[config.mk]
export PLATFORM = sky130hd
export DESIGN_NAME = pclk_ctl
export DESIGN_NICKNAME = d
export VERILOG_FILES = /design/src/rtl/pclk_pkg.sv /design/src/rtl/pclk_regs.sv /design/src/rtl/pclk_div.sv /design/src/rtl/pclk_ctl.sv
export SDC_FILE = /design/constraint.sdc
export NUM_CORES = 1
export LEC_CHECK = 0
export BUFFER_PORTS_ARGS = -buffer_cell sky130_fd_sc_hd__buf_2
export CAP_MARGIN = 5
export CORE_UTILIZATION = 60
export DETAILED_ROUTE_END_ITERATION = 10
export GPL_TIMING_DRIVEN = 0
export PLACE_DENSITY_LB_ADDON = 0.08
export RECOVER_POWER = 25
export SKIP_CTS_REPAIR_TIMING = 1
export SKIP_LAST_GASP = 1
export SYNTH_ARGS = -nofsm -noshare
export SYNTH_HDL_FRONTEND = slang
export SYNTH_SLANG_ARGS = --single-unit
[constraint.sdc]
create_clock -name clk -period 17.9 [get_ports clk]
set_input_delay 1.79 -clock clk [delete_from_list [all_inputs] [get_ports clk]]
set_output_delay 1.79 -clock clk [all_outputs]
set_load 0.02 [all_outputs]
[src/rtl/pclk_pkg.sv]
package pclk_pkg;
  localparam logic [2:0] CTRL_OFS = 3'd0;
  localparam logic [2:0] SEL_OFS  = 3'd1;
  localparam int unsigned MEM_BASE = 2;

  localparam logic [1:0] SRC_FIX0  = 2'd0;
  localparam logic [1:0] SRC_FIX1  = 2'd1;
  localparam logic [1:0] SRC_SYNTH = 2'd2;

  // Unlock pattern for synthesizer-word writes
  function automatic logic unlock_ok(input logic [7:0] ctl);
    return (ctl[7] == 1'b1) && (ctl[1] == 1'b0);
  endfunction
endpackage

[src/rtl/pclk_regs.sv]
module pclk_regs
  import pclk_pkg::*;
#(
  parameter int WORD_W = 16,
  parameter int SEL_W  = 2,
  parameter int DEC_W  = 13
) (
  input  logic              clk,
  input  logic              rst,
  input  logic              we,
  input  logic [2:0]        addr,
  input  logic [7:0]        wdata,
  output logic [7:0]        rdata,
  output logic [SEL_W-1:0]  sel,
  output logic              gate,
  output logic [WORD_W-1:0] mem_word,
  output logic [WORD_W-1:0] vid_word,
  output logic [DEC_W-1:0]  vid_next_lo,
  output logic              vid_start
);
  localparam int LANES    = WORD_W / 8;
  localparam int VID_BASE = MEM_BASE + LANES;

  logic [7:0]        ctl_q;
  logic [SEL_W-1:0]  sel_q;
  logic [WORD_W-1:0] mem_q, vid_q, mem_d, vid_d;
  logic [LANES-1:0]  mem_hit, vid_hit;

  assign gate = unlock_ok(ctl_q);

  // One lane decode per byte of each word
  for (genvar g = 0; g < LANES; g++) begin : g_lane
    assign mem_hit[g] = (addr == 3'(MEM_BASE + g));
    assign vid_hit[g] = (addr == 3'(VID_BASE + g));
    assign mem_d[8*g +: 8] = (we && gate && mem_hit[g]) ? wdata : mem_q[8*g +: 8];
    assign vid_d[8*g +: 8] = (we && gate && vid_hit[g]) ? wdata : vid_q[8*g +: 8];
  end

  assign vid_start   = we && gate && (|vid_hit);
  assign vid_next_lo = vid_d[DEC_W-1:0];

  always_ff @(posedge clk) begin
    if (rst) begin
      ctl_q <= '0;
      sel_q <= '0;
      mem_q <= '0;
      vid_q <= '0;
    end else begin
      mem_q <= mem_d;
      vid_q <= vid_d;
      if (we && addr == CTRL_OFS) ctl_q <= wdata;
      if (we && addr == SEL_OFS)  sel_q <= wdata[SEL_W-1:0];
    end
  end

  always_comb begin
    rdata = '0;
    if (addr == CTRL_OFS) rdata = ctl_q;
    if (addr == SEL_OFS)  rdata = 8'(sel_q);
    for (int i = 0; i < LANES; i++) begin
      if (mem_hit[i]) rdata = mem_q[8*i +: 8];
      if (vid_hit[i]) rdata = vid_q[8*i +: 8];
    end
  end

  assign sel      = sel_q;
  assign mem_word = mem_q;
  assign vid_word = vid_q;
endmodule

[src/rtl/pclk_div.sv]
module pclk_div #(
  parameter int NUM_W = 32,
  parameter int DEN_W = 7
) (
  input  logic             clk,
  input  logic             rst,
  input  logic             start,
  input  logic [NUM_W-1:0] num,
  input  logic [DEN_W-1:0] den,
  output logic             busy,
  output logic             done,
  output logic [NUM_W-1:0] quot,
  output logic             valid
);
  localparam int CNT_W = $clog2(NUM_W + 1);

  logic [DEN_W-1:0] rem_q, den_q, rem_n;
  logic [NUM_W-1:0] quo_q, quo_n, res_q;
  logic [CNT_W-1:0] cnt_q;
  logic             busy_q, done_q, val_q;
  logic [DEN_W:0]   rem_sh, diff;
  logic             fits, last;

  // One restoring step: shift in the next dividend bit, try to subtract
  always_comb begin
    rem_sh = {rem_q, quo_q[NUM_W-1]};
    diff   = rem_sh - {1'b0, den_q};
    fits   = ~diff[DEN_W];
    rem_n  = fits ? diff[DEN_W-1:0] : rem_sh[DEN_W-1:0];
    quo_n  = {quo_q[NUM_W-2:0], fits};
    last   = (cnt_q == CNT_W'(NUM_W - 1));
  end

  always_ff @(posedge clk) begin
    if (rst) begin
      rem_q  <= '0;
      den_q  <= '0;
      quo_q  <= '0;
      res_q  <= '0;
      cnt_q  <= '0;
      busy_q <= 1'b0;
      done_q <= 1'b0;
      val_q  <= 1'b0;
    end else begin
      done_q <= 1'b0;
      if (start) begin
        rem_q  <= '0;
        quo_q  <= num;
        den_q  <= den;
        cnt_q  <= '0;
        busy_q <= 1'b1;
      end else if (busy_q) begin
        rem_q <= rem_n;
        quo_q <= quo_n;
        cnt_q <= cnt_q + 1'b1;
        if (last) begin
          busy_q <= 1'b0;
          done_q <= 1'b1;
          res_q  <= quo_n;
          val_q  <= 1'b1;
        end
      end
    end
  end

  assign busy  = busy_q;
  assign done  = done_q;
  assign quot  = res_q;
  assign valid = val_q;
endmodule

[src/rtl/pclk_ctl.sv]
module pclk_ctl
  import pclk_pkg::*;
#(
  parameter int          WORD_W  = 16,
  parameter int          FREQ_W  = 32,
  parameter int          M_W     = 7,
  parameter int          N_W     = 5,
  parameter int          K_W     = 1,
  parameter int          M_OFS   = 8,
  parameter int          N_OFS   = 2,
  parameter int unsigned REF_HZ  = 14318180,
  parameter int unsigned FIX0_HZ = 25174800,
  parameter int unsigned FIX1_HZ = 28636360
) (
  input  logic              clk,
  input  logic              rst,
  input  logic              reg_we,
  input  logic [2:0]        reg_addr,
  input  logic [7:0]        reg_wdata,
  output logic [7:0]        reg_rdata,
  output logic [WORD_W-1:0] mem_word,
  output logic [WORD_W-1:0] vid_word,
  output logic [M_W-1:0]    mul_m,
  output logic [N_W-1:0]    div_n,
  output logic [K_W-1:0]    post_k,
  output logic              calc_busy,
  output logic              calc_done,
  output logic [FREQ_W-1:0] synth_hz,
  output logic              synth_valid,
  output logic [FREQ_W-1:0] pix_hz,
  output logic              pix_valid
);
  localparam int N_LSB = M_W;
  localparam int K_LSB = M_W + N_W;
  localparam int DEC_W = K_LSB + K_W;
  localparam int DEN_W = N_W + 1 + (2**K_W) - 1;

  function automatic logic [FREQ_W-1:0] synth_num(input logic [M_W-1:0] m);
    logic [63:0] t;
    t = (64'(m) + 64'(M_OFS)) * 64'(REF_HZ);
    return t[FREQ_W-1:0];
  endfunction

  function automatic logic [DEN_W-1:0] synth_den(input logic [N_W-1:0] n,
                                                 input logic [K_W-1:0] k);
    logic [DEN_W-1:0] b;
    b = DEN_W'(n) + DEN_W'(N_OFS);
    return b << k;
  endfunction

  // Named internal events for the checker
  logic [1:0]       sel_q;
  logic             wr_gate;
  logic             vid_start;
  logic [DEC_W-1:0] vid_next_lo;
  logic [FREQ_W-1:0] num_w;
  logic [DEN_W-1:0]  den_w;

  pclk_regs #(.WORD_W(WORD_W), .SEL_W(2), .DEC_W(DEC_W)) regs_i (
    .clk         (clk),
    .rst         (rst),
    .we          (reg_we),
    .addr        (reg_addr),
    .wdata       (reg_wdata),
    .rdata       (reg_rdata),
    .sel         (sel_q),
    .gate        (wr_gate),
    .mem_word    (mem_word),
    .vid_word    (vid_word),
    .vid_next_lo (vid_next_lo),
    .vid_start   (vid_start)
  );

  assign num_w = synth_num(vid_next_lo[M_W-1:0]);
  assign den_w = synth_den(vid_next_lo[K_LSB-1:N_LSB], vid_next_lo[DEC_W-1:K_LSB]);

  pclk_div #(.NUM_W(FREQ_W), .DEN_W(DEN_W)) div_i (
    .clk   (clk),
    .rst   (rst),
    .start (vid_start),
    .num   (num_w),
    .den   (den_w),
    .busy  (calc_busy),
    .done  (calc_done),
    .quot  (synth_hz),
    .valid (synth_valid)
  );

  assign mul_m  = vid_word[M_W-1:0];
  assign div_n  = vid_word[K_LSB-1:N_LSB];
  assign post_k = vid_word[DEC_W-1:K_LSB];

  always_comb begin
    pix_valid = 1'b1;
    unique case (sel_q)
      SRC_FIX1:  pix_hz = FREQ_W'(FIX1_HZ);
      SRC_SYNTH: begin
        pix_hz    = synth_hz;
        pix_valid = synth_valid;
      end
      default:   pix_hz = FREQ_W'(FIX0_HZ);
    endcase
  end
endmodule

==> run metrics, run 1 <==
Post-synth top flop=dfxtp_1; CP Buf/Inv Count=7; Synth area leaders=dfxtp_1, ha_1, fa_1, mux2i_1, a21oi_1; CTS tree=done; CTS Sinks=approximately 130; Setup violations, final=0; Post-synth ARST share=0%; count leader, synth=dfxtp_1; status=finished, final reports clean; unrepaired setup endpoints after global routing=false; Syn Inst Count=roughly 1,100; Req. time, crit path=18,240 ps; Die Wd=between 100 and 150 um; maximum clock path buffer count=2; Post-synth EDFFs=0; CTS Buf Count=17; sequential share of the synthesized area=27.7%; crit path DAT=8410 ps; Netlist cell types=62; Fmax=0.124 GHz; root buffer cell=clkbuf_16; Final Max Tran Viols=0; P_leak=~0.005 uW; final WL=~23,000 um; I/O pin count=135; placed cells=1,437; Worst IR Drop VDD=0.0693 mV; skew final=between 7 and 8 ps; number of vias in the routed layout=just over 8,000; number of synthesized register bits=~130; Hold Crit Class=reg -> reg; area leader, netlist=dfxtp_1; largest net degree at the start of global routing=17; Max-Cap Viols=0; ANT nets after route=0; CP Launch Type=input port; slew margin rel.=about 30%; Worst-path clk slew=roughly 60 ps; DIE AREA=about 16,000 sq um; Iter 0 DRT Violations=601; first-pass GRT wire length=approximately 37,000 um; vias in the first global route=approximately 7,500; crit share post-route=45.1%; cell repeated most along the worst path=inv_1; Synth Cell Area=~9300 sq um; initial antenna violation count=0; core region area=roughly 15,000 sq um; Vias/cell=5.55; Final Non-Filler Cells=1,469; std cell rows=between 40 and 50; synth warn=0; Initial Utilization=61.4%; Synth Area per Inst=8.35 sq um; area share of the largest cell type after synthesis=27.7%; CP max-delay cell=xnor2_1; grt total ovfl=0; Diodes inserted=0; dpl cell area=a little over 10,000 sq um; fin crit period=8080 ps; CP max FO=10; Commonest cells post-synth=dfxtp_1, nand2_1, nor2_1, inv_1, a21oi_1; final setup TNS=0 ps; Top delay family on crit path=adder cells; Setup CP Type=in -> reg; Power Dens Cells=slightly above 60 nW/um^2; Final Cell Area=around 11,000 sq um; reg-to-reg setup timing slack=about 11,000 ps; Skew-Pair Late Insertion Delay=around 420 ps; max incr delay on CP=about 700 ps; Routed wire per std cell=~16 um; H-tree lvl count=4; Hold WS=between 400 and 500 ps; Post-Syn Nets=between 1,000 and 1,500; GPL Wtd Cong=between 0.9 and 1; share of cells above drive strength 1=around an eighth; # DRC=0; Crit. End Element=flop; Hold Vio Cnt, Final=0; DP HPWL=~18,000 um; IO buf count=roughly 130; Total GRT Usage=between 20% and 30%; die height=approximately 130 um; area grow syn2layout=15.0%; drt first pass iters=5; Net count, final=1,406; Worst Max-Slew Pin Slew=1020 ps
==> area by class of cell <==
| type | instances | area (sq um) |
|---|---|---|
| inverter | 106 | 398 |
| clock inverter | 14 | 154 |
| buffer | 72 | 347 |
| multi-input combinational | 811 | 6000 |
| tap | 188 | 235 |
| sequential | 129 | 2580 |
| timing repair buffer | 131 | 583 |
| clock buffer | 18 | 429 |
| fill | 1278 | 4470 |
==> final timing paths <==
kind / start / end / cells after the start
min: regs_i.ctl_q[5] / regs_i.ctl_q[5] / 2
min reg2reg: regs_i.ctl_q[5] / regs_i.ctl_q[5] / 2
max: reg_addr[2] / div_i.quo_q[30] / 25
max reg2reg: regs_i.ctl_q[7] / div_i.quo_q[30] / 24
==> metrics by stage <==
stage	util, %	worst slack (ps)	power [uW]
3_5_place_dp	67.2	9480	327
2_1_floorplan	-	10430	316
4_1_cts	71.1	9890	666
3_3_place_gp	67.2	9520	327
5_1_grt	70.6	9520	683
6_report	70.6	9820	665
==> power by group <==
group	leakage, uW	switching, uW	internal [uW]
clock network	0.000284	136	207
logic	0.00357	22.6	10.0
registers	0.00104	0.901	288
total	0.00489	160	505
==> tightest hold or removal path: cells and delay by family (launching register included) <==
family	cells	cell delay, ps
compound gates	1	50
flops	1	310
simple gates	1	50
==> layer usage <==
| layer | part of all wire [%] | vias to the layer above | global-route usage (%) |
|---|---|---|---|
| met2 | 47 | 266 | 49.5 |
| met1 | 46 | 3791 | 39.4 |
| li1 | - | 4057 | - |
| met5 | 0 | - | 0 |
| met3 | 5.2 | 36 | 3.88 |
| met4 | 1.7 | 0 | 9.80 |
==> flip-flops by register name, indices dropped and copies added (netlist names) <==
name / count
regs_i.vid_word: 16
div_i.busy: 1
div_i.quo_q: 32
div_i.cnt_q: 6
div_i.den_q: 7
div_i.quot: 32
div_i.done: 1
div_i.rem_q: 7
regs_i.sel: 2
regs_i.mem_word: 16
regs_i.ctl_q: 8
div_i.valid: 1
==> cells in the final DEF, fill, tap and decap left out, types with 69 or more instances in the layout <==
cell and instances:
clkbuf_1 97, nor2_1 114, inv_1 106, dfxtp_1 129, ha_1 81, buf_2 80
nand2_1 121, mux2i_1 69, a21oi_1 95
==> cells by family (layout without fill, tap and decap cells) <==
logic type | Yosys count | after routing | synth area share [%]
XOR/XNOR | 36 | 36 | 3.58
AO/OA/AOI/OAI | 221 | 221 | 14.7
adder cells (fa/ha/maj) | 124 | 124 | 20.1
AND/OR/NAND/NOR | 353 | 353 | 17.4
buffers and inverters | 178 | 341 | 7.98
multiplexers | 77 | 77 | 8.61
flip-flops | 129 | 129 | 27.7
No activity file was read; power rests on OpenSTA's default activity.
==> run 2: changes to the inputs <==
- ABC_AREA: default -> 1
- CORE_UTILIZATION: 60 -> 53
- clock period: 17.9 -> 7.2 ns (I/O delays scaled with it)
==> run metrics, run 2 <==
initial antenna violation count=0 (unchanged); Setup violations, final=0 (unchanged); Iter 0 DRT Violations=644 (+7.2%); std cell rows=49 (+8.9%); Setup CP Type=in -> reg; Max-Cap Viols=0 (unchanged); Worst IR Drop VDD=0.185 mV (+170%); Fmax=approximately 0.16 GHz; Crit. End Element=flop; final WL=27,900 um (+20%); fill count=1,708 (+34%); Initial Utilization=54.2% (-7.2 points); Post-synth EDFFs=0 (unchanged); maximum clock path buffer count=2 (unchanged); largest net degree at the start of global routing=17 (unchanged); Post-synth ARST share=0% (unchanged); Req. time, crit path=7480 ps (-10,760 ps); slew margin rel.=40.9% (+11 points); highest-count cells in the layout ignoring fill and taps=nand2_1, inv_1, dfxtp_1; DP HPWL=22,500 um (+25%); core region area=18,000 sq um (+19%); ANT nets after route=0 (unchanged); CP Launch Type=input port; P_leak=0.00573 uW (+17%); area share of the largest cell type after synthesis=26.5% (-1.2 points); Power Total=1720 uW (+160%); routed wl met2=12,600 um (+16%); Vias/cell=5.21 (-6.1%); area leader, netlist=dfxtp_1; synth warn=0 (unchanged); CP max FO=10 (unchanged); Synth Area per Inst=6.90 sq um (-17%); Hold Vio Cnt, Final=0 (unchanged); number of synthesized register bits=129 (unchanged); Synth Cell Area=9760 sq um (+4.6%); max incr delay on CP=540 ps (-140 ps); drt first pass iters=6 (+1); Post-synth top flop=dfxtp_1; Skew-Pair Late Insertion Delay=430 ps (about the same); Worst Max-Slew Pin Slew=878 ps (-144 ps); Netlist cell types=46 (-26%); crit path DAT=6440 ps (-1970 ps); unrepaired setup endpoints after global routing=false; CTS Buf Count=17 (unchanged); CTS tree=done; Total GRT Usage=30.4% (+0.93 points); DIE AREA=19,000 sq um (+18%); count leader, synth=nand2_1; I/O pin count=135 (unchanged); Diodes inserted=0 (unchanged); final setup TNS=0 ps (unchanged); root buffer cell=clkbuf_16; Post-Syn Nets=1,552 (+24%); skew final=12.5 ps (+5.10 ps); Routed wire per std cell=15.4 um (-2.1%); Commonest cells post-synth=nand2_1, inv_1, dfxtp_1, nor2_1, nand3_1; H-tree lvl count=4 (unchanged); number of vias in the routed layout=9,423 (+16%); fin crit period=just over 6000 ps; die height=138 um (+8.7%); Power Dens Cells=153 nW/um^2 (+150%); sequential share of the synthesized area=26.5% (-1.2 points); M1 WL=12,800 um (+19%); Final Max Tran Viols=0 (unchanged); Worst-path clk slew=60 ps (about the same); CTS Sinks=129 (unchanged); Die Wd=138 um (+8.7%); crit share post-route=85.5%; status=finished, final reports clean; Syn Inst Count=1,414 (+26%); GPL Wtd Cong=0.935 (+1.5%); share of cells above drive strength 1=11.7% (-0.29 points); met3 WL post-DR=1910 um (+60%); multi-input logic area=5810 sq um (-3.2%); first-pass GRT wire length=43,700 um (+17%); most common cell after layout, fill and taps aside=nand2_1; area grow syn2layout=15.1% (about the same); # DRC=0 (unchanged); CP max-delay cell=fa_1; Net count, final=1,704 (+21%); Highest Signal Layer=met4; Synth area leaders=dfxtp_1, nand2_1, inv_1, ha_1, fa_1; grt total ovfl=0 (unchanged); IO buf count=133 (+1.5%); Reg area=2580 sq um (unchanged); vias in the first global route=8,500 (+13%); Hold Crit Class=reg -> reg
[run 2: changes by cell type after synthesis, moves of 18 or more]
cell      previous run  this run
a211oi_1            43         0
and2_1              21         1
inv_1              106       273
mux2i_1             69         0
nand2_1            121       329
nand3_1             15       104
o21ai_0             27        68
xnor2_1             21         3
[run 2: power by group]
part / internal, uW / switching (uW) / total, uW
clock: 525 / 348 / 874
sequential: 718 / 2.37 / 720
combinational: 34.2 / 87.5 / 122
[run 2: final timing paths]
| path | start | endpoint | slack (ps) | depth (start not counted) |
|---|---|---|---|---|
| min | regs_i.ctl_q[2] | regs_i.ctl_q[2] | 460 | 2 |
| max reg2reg | regs_i.ctl_q[1] | div_i.quo_q[28] | 1310 | 30 |
| max | reg_addr[2] | div_i.quo_q[28] | 1040 | 30 |
| min reg2reg | regs_i.ctl_q[2] | regs_i.ctl_q[2] | 460 | 2 |
[run 2: cell type report]
cell class              instances  area share [%]
well taps                     229            2.55
flip-flops and latches        129            23.0
multi-input cells             952            51.7
clock inverters                13            1.36
plain buffers                  54            2.75
inverters                     279            9.32
repair buffers                133            5.37
clock buffers                  19            3.94
[run 2: kinds of logic (layout without fill, tap and decap cells)]
group	after synthesis	in the layout	synth area share, %
simple gates	604	604	26.5
xor+xnor	19	19	1.78
buf+inv	333	498	14.0
flops	129	129	26.5
mux	1	1	0.231
compound gates	204	204	11.9
fa+ha+maj	124	124	19.2
[run 2: critical path: cells and delay by family]
kind                       cells  cell delay (ps)
adders and majority gates      6             2650
and+or+nand+nor               12             1580
buffers and inverters          9             1040
AOI/OAI and AO/OA              3              430
[run 2: through the flow]
| stage | instance area [sq um] | hold slack, ps | setup slack (ps) | cells | utilization [%] |
|---|---|---|---|---|---|
| 2_1_floorplan | 9760 | 430 | 1610 | 1414 | - |
| 3_3_place_gp | 10700 | 441 | 878 | 1776 | 59.4 |
| 3_5_place_dp | 10700 | 445 | 785 | 1776 | 59.4 |
| 4_1_cts | 11300 | 457 | 1200 | 1808 | 62.7 |
| 5_1_grt | 11200 | 477 | 592 | 1808 | 62.3 |
| 6_report | 11200 | 457 | 1040 | 1808 | 62.3 |
[run 2: routing by layer]
metal | vias to the layer above | global-route usage [%]
met2 | 322 | 49.2
met3 | 49 | 4.93
met4 | 0 | 9.12
met1 | 4317 | 41.4
li1 | 4735 | -
met5 | - | 0
==> run 3: changes to the inputs <==
- ABC_AREA: 1 -> 0
- CORE_ASPECT_RATIO: default -> 1.1
- CORE_UTILIZATION: 53 -> 50
==> run metrics, run 3 (synthesis results as in run 1) <==
Worst-path clk slew=60 ps (about the same); IO buf count=131 (-1.5%); CTS Sinks=129 (unchanged); Max-Cap Viols=0 (unchanged); Final Non-Filler Cells=1,523 (-16%); skew final=16.0 ps (+3.46 ps); reg-to-reg setup timing slack=440 ps (-870 ps); Power Dens Cells=153 nW/um^2 (+0.15%); crit share post-route=93.9% (+8.4 points); Total GRT Usage=25.5% (-5.0 points); initial antenna violation count=1 (+1); Routed wire per std cell=15.7 um (+1.6%); fin crit period=6760 ps (+604 ps); Setup violations, final=0 (unchanged); CTS Buf Count=17 (unchanged); sequential power share=43.5% (+1.5 points); first-pass GRT wire length=38,800 um (-11%); Setup CP Type=reg -> reg; Hold Crit Class=reg -> reg; Worst Max-Slew Pin Slew=1060 ps (+179 ps); grt total ovfl=0 (unchanged); Initial Utilization=50.9% (-3.3 points); drt first pass iters=5 (-1); slew margin rel.=27.5% (-13 points); status=finished, final reports clean; Final Max Tran Viols=0 (unchanged); Sw Ratio=24.3% (-1.2 points); Clock power frac=51.5% (+0.6 points); Reg-to-Reg End=div_i.quo_q[30]; final setup TNS=0 ps (unchanged); Diodes inserted=0 (unchanged); Int Power=1250 uW (-2.2%); largest net degree at the start of global routing=17 (unchanged); Crit. End Element=flop; Iter 0 DRT Violations=365 (-43%); Fmax=0.148 GHz (-8.9%); root buffer cell=clkbuf_16; hold depth=2 (unchanged); ANT nets after route=0 (unchanged); final WL=23,900 um (-14%); Skew-Pair Late Insertion Delay=430 ps (about the same); Vias/cell=5.20 (-0.31%); Worst IR Drop VDD=0.159 mV (-14%); Net count, final=1,406 (-17%); CP Launch Type=flop; Psw=401 uW (-8.4%); number of vias in the routed layout=7,913 (-16%); Setup crit end=div_i.quo_q[30]; launch point of the worst reg-to-reg path=regs_i.ctl_q[7]; vias in the first global route=7,512 (-12%); highest-count cells in the layout ignoring fill and taps=dfxtp_1, nand2_1, nor2_1; GPL Wtd Cong=0.911 (-2.5%); Worst Setup SP=regs_i.ctl_q[7]; P_leak=0.00488 uW (-15%); core region area=18,300 sq um (+1.8%); cell depth of the worst flop-to-flop path=24 (-20%); share of cells above drive strength 1=11.8% (+0.14 points); I/O pin count=135 (unchanged); unrepaired setup endpoints after global routing=false; CP max FO=10 (unchanged); H-tree lvl count=4 (unchanged); Die Wd=132 um (-4.0%); Hold Vio Cnt, Final=0 (unchanged); maximum clock path buffer count=2 (unchanged); DP HPWL=18,800 um (-16%); Logic pwr share=4.9% (-2.2 points); Req. time, crit path=7540 ps (+60 ps); most common cell after layout, fill and taps aside=dfxtp_1; CTS tree=done; crit path DAT=7100 ps (+660 ps); DIE AREA=19,200 sq um (+1.3%); # DRC=0 (unchanged); area grow syn2layout=15.6%; placed cells=1,492 (-16%); die height=145 um (+5.5%); std cell rows=52 (+6.1%)
==> run 3: cell type report <==
class                      count  area, sq um
buffer                        72          347
inverter                     106          398
sequential                   129         2580
tap                          243          304
timing repair buffer         131          579
clock inverter                13          139
fill                        1764         7560
clock buffer                  18          429
multi-input combinational    811         6010
==> run 3: critical path: stages (launching register included) <==
cell	delay, ps
dfxtp_1	380
nor2b_2	200
and3_1	310
nand2b_1	120
buf_4	180
mux2i_4	380
inv_1	130
ha_1	270
xnor2_2	440
inv_1	110
fa_1	430
fa_1	520
inv_1	50
fa_1	500
inv_1	50
fa_1	500
inv_1	50
ha_1	400
nand4_1	140
or4_1	580
and2_1	200
a21oi_2	190
mux2i_1	210
a21oi_1	100
a211oi_1	220
==> run 3: through the flow <==
| step | total power (uW) | setup slack [ps] | util [%] | instance area (sq um) | hold slack (ps) |
|---|---|---|---|---|---|
| 3_3_place_gp | 814 | -203 | 56.1 | 10300 | 441 |
| 2_1_floorplan | 786 | 800 | - | 9330 | 436 |
| 6_report | 1650 | 441 | 58.8 | 10800 | 460 |
| 3_5_place_dp | 815 | -193 | 56.1 | 10300 | 447 |
| 5_1_grt | 1700 | 100 | 58.8 | 10800 | 478 |
| 4_1_cts | 1660 | 219 | 59.2 | 10900 | 456 |
==> run 3: worst min-delay path by stage <==
stage | from | slack [ps] | endpoint
final | regs_i.ctl_q[2] | 460 | regs_i.ctl_q[2]
after detailed placement | regs_i.ctl_q[4] | 450 | regs_i.ctl_q[4]
after floorplan | regs_i.ctl_q[0] | 440 | regs_i.ctl_q[0]
after CTS | regs_i.ctl_q[4] | 460 | regs_i.ctl_q[4]
after global placement | regs_i.ctl_q[4] | 440 | regs_i.ctl_q[4]
after global routing | regs_i.ctl_q[5] | 480 | regs_i.ctl_q[5]
==> run 3: routing by layer <==
| metal | GRT usage (%) | up-vias | wire length (um) |
|---|---|---|---|
| met2 | 42.1 | 183 | 11000 |
| met5 | 0 | - | 8 |
| met4 | 9.14 | 2 | 446 |
| met1 | 33.7 | 3642 | 11400 |
| met3 | 3.77 | 34 | 963 |
| li1 | - | 4052 | - |
==> run 3: power groups by stage <==
| stage | Combinational (uW) | Clock (uW) | Sequential [uW] |
|---|---|---|---|
| after floorplan | 52.5 | 0 | 734 |
| after global placement | 80.5 | 0 | 734 |
| after detailed placement | 80.9 | 0 | 734 |
| final | 81.2 | 850 | 718 |
| after global routing | 89.2 | 892 | 718 |
| after CTS | 81.3 | 861 | 718 |
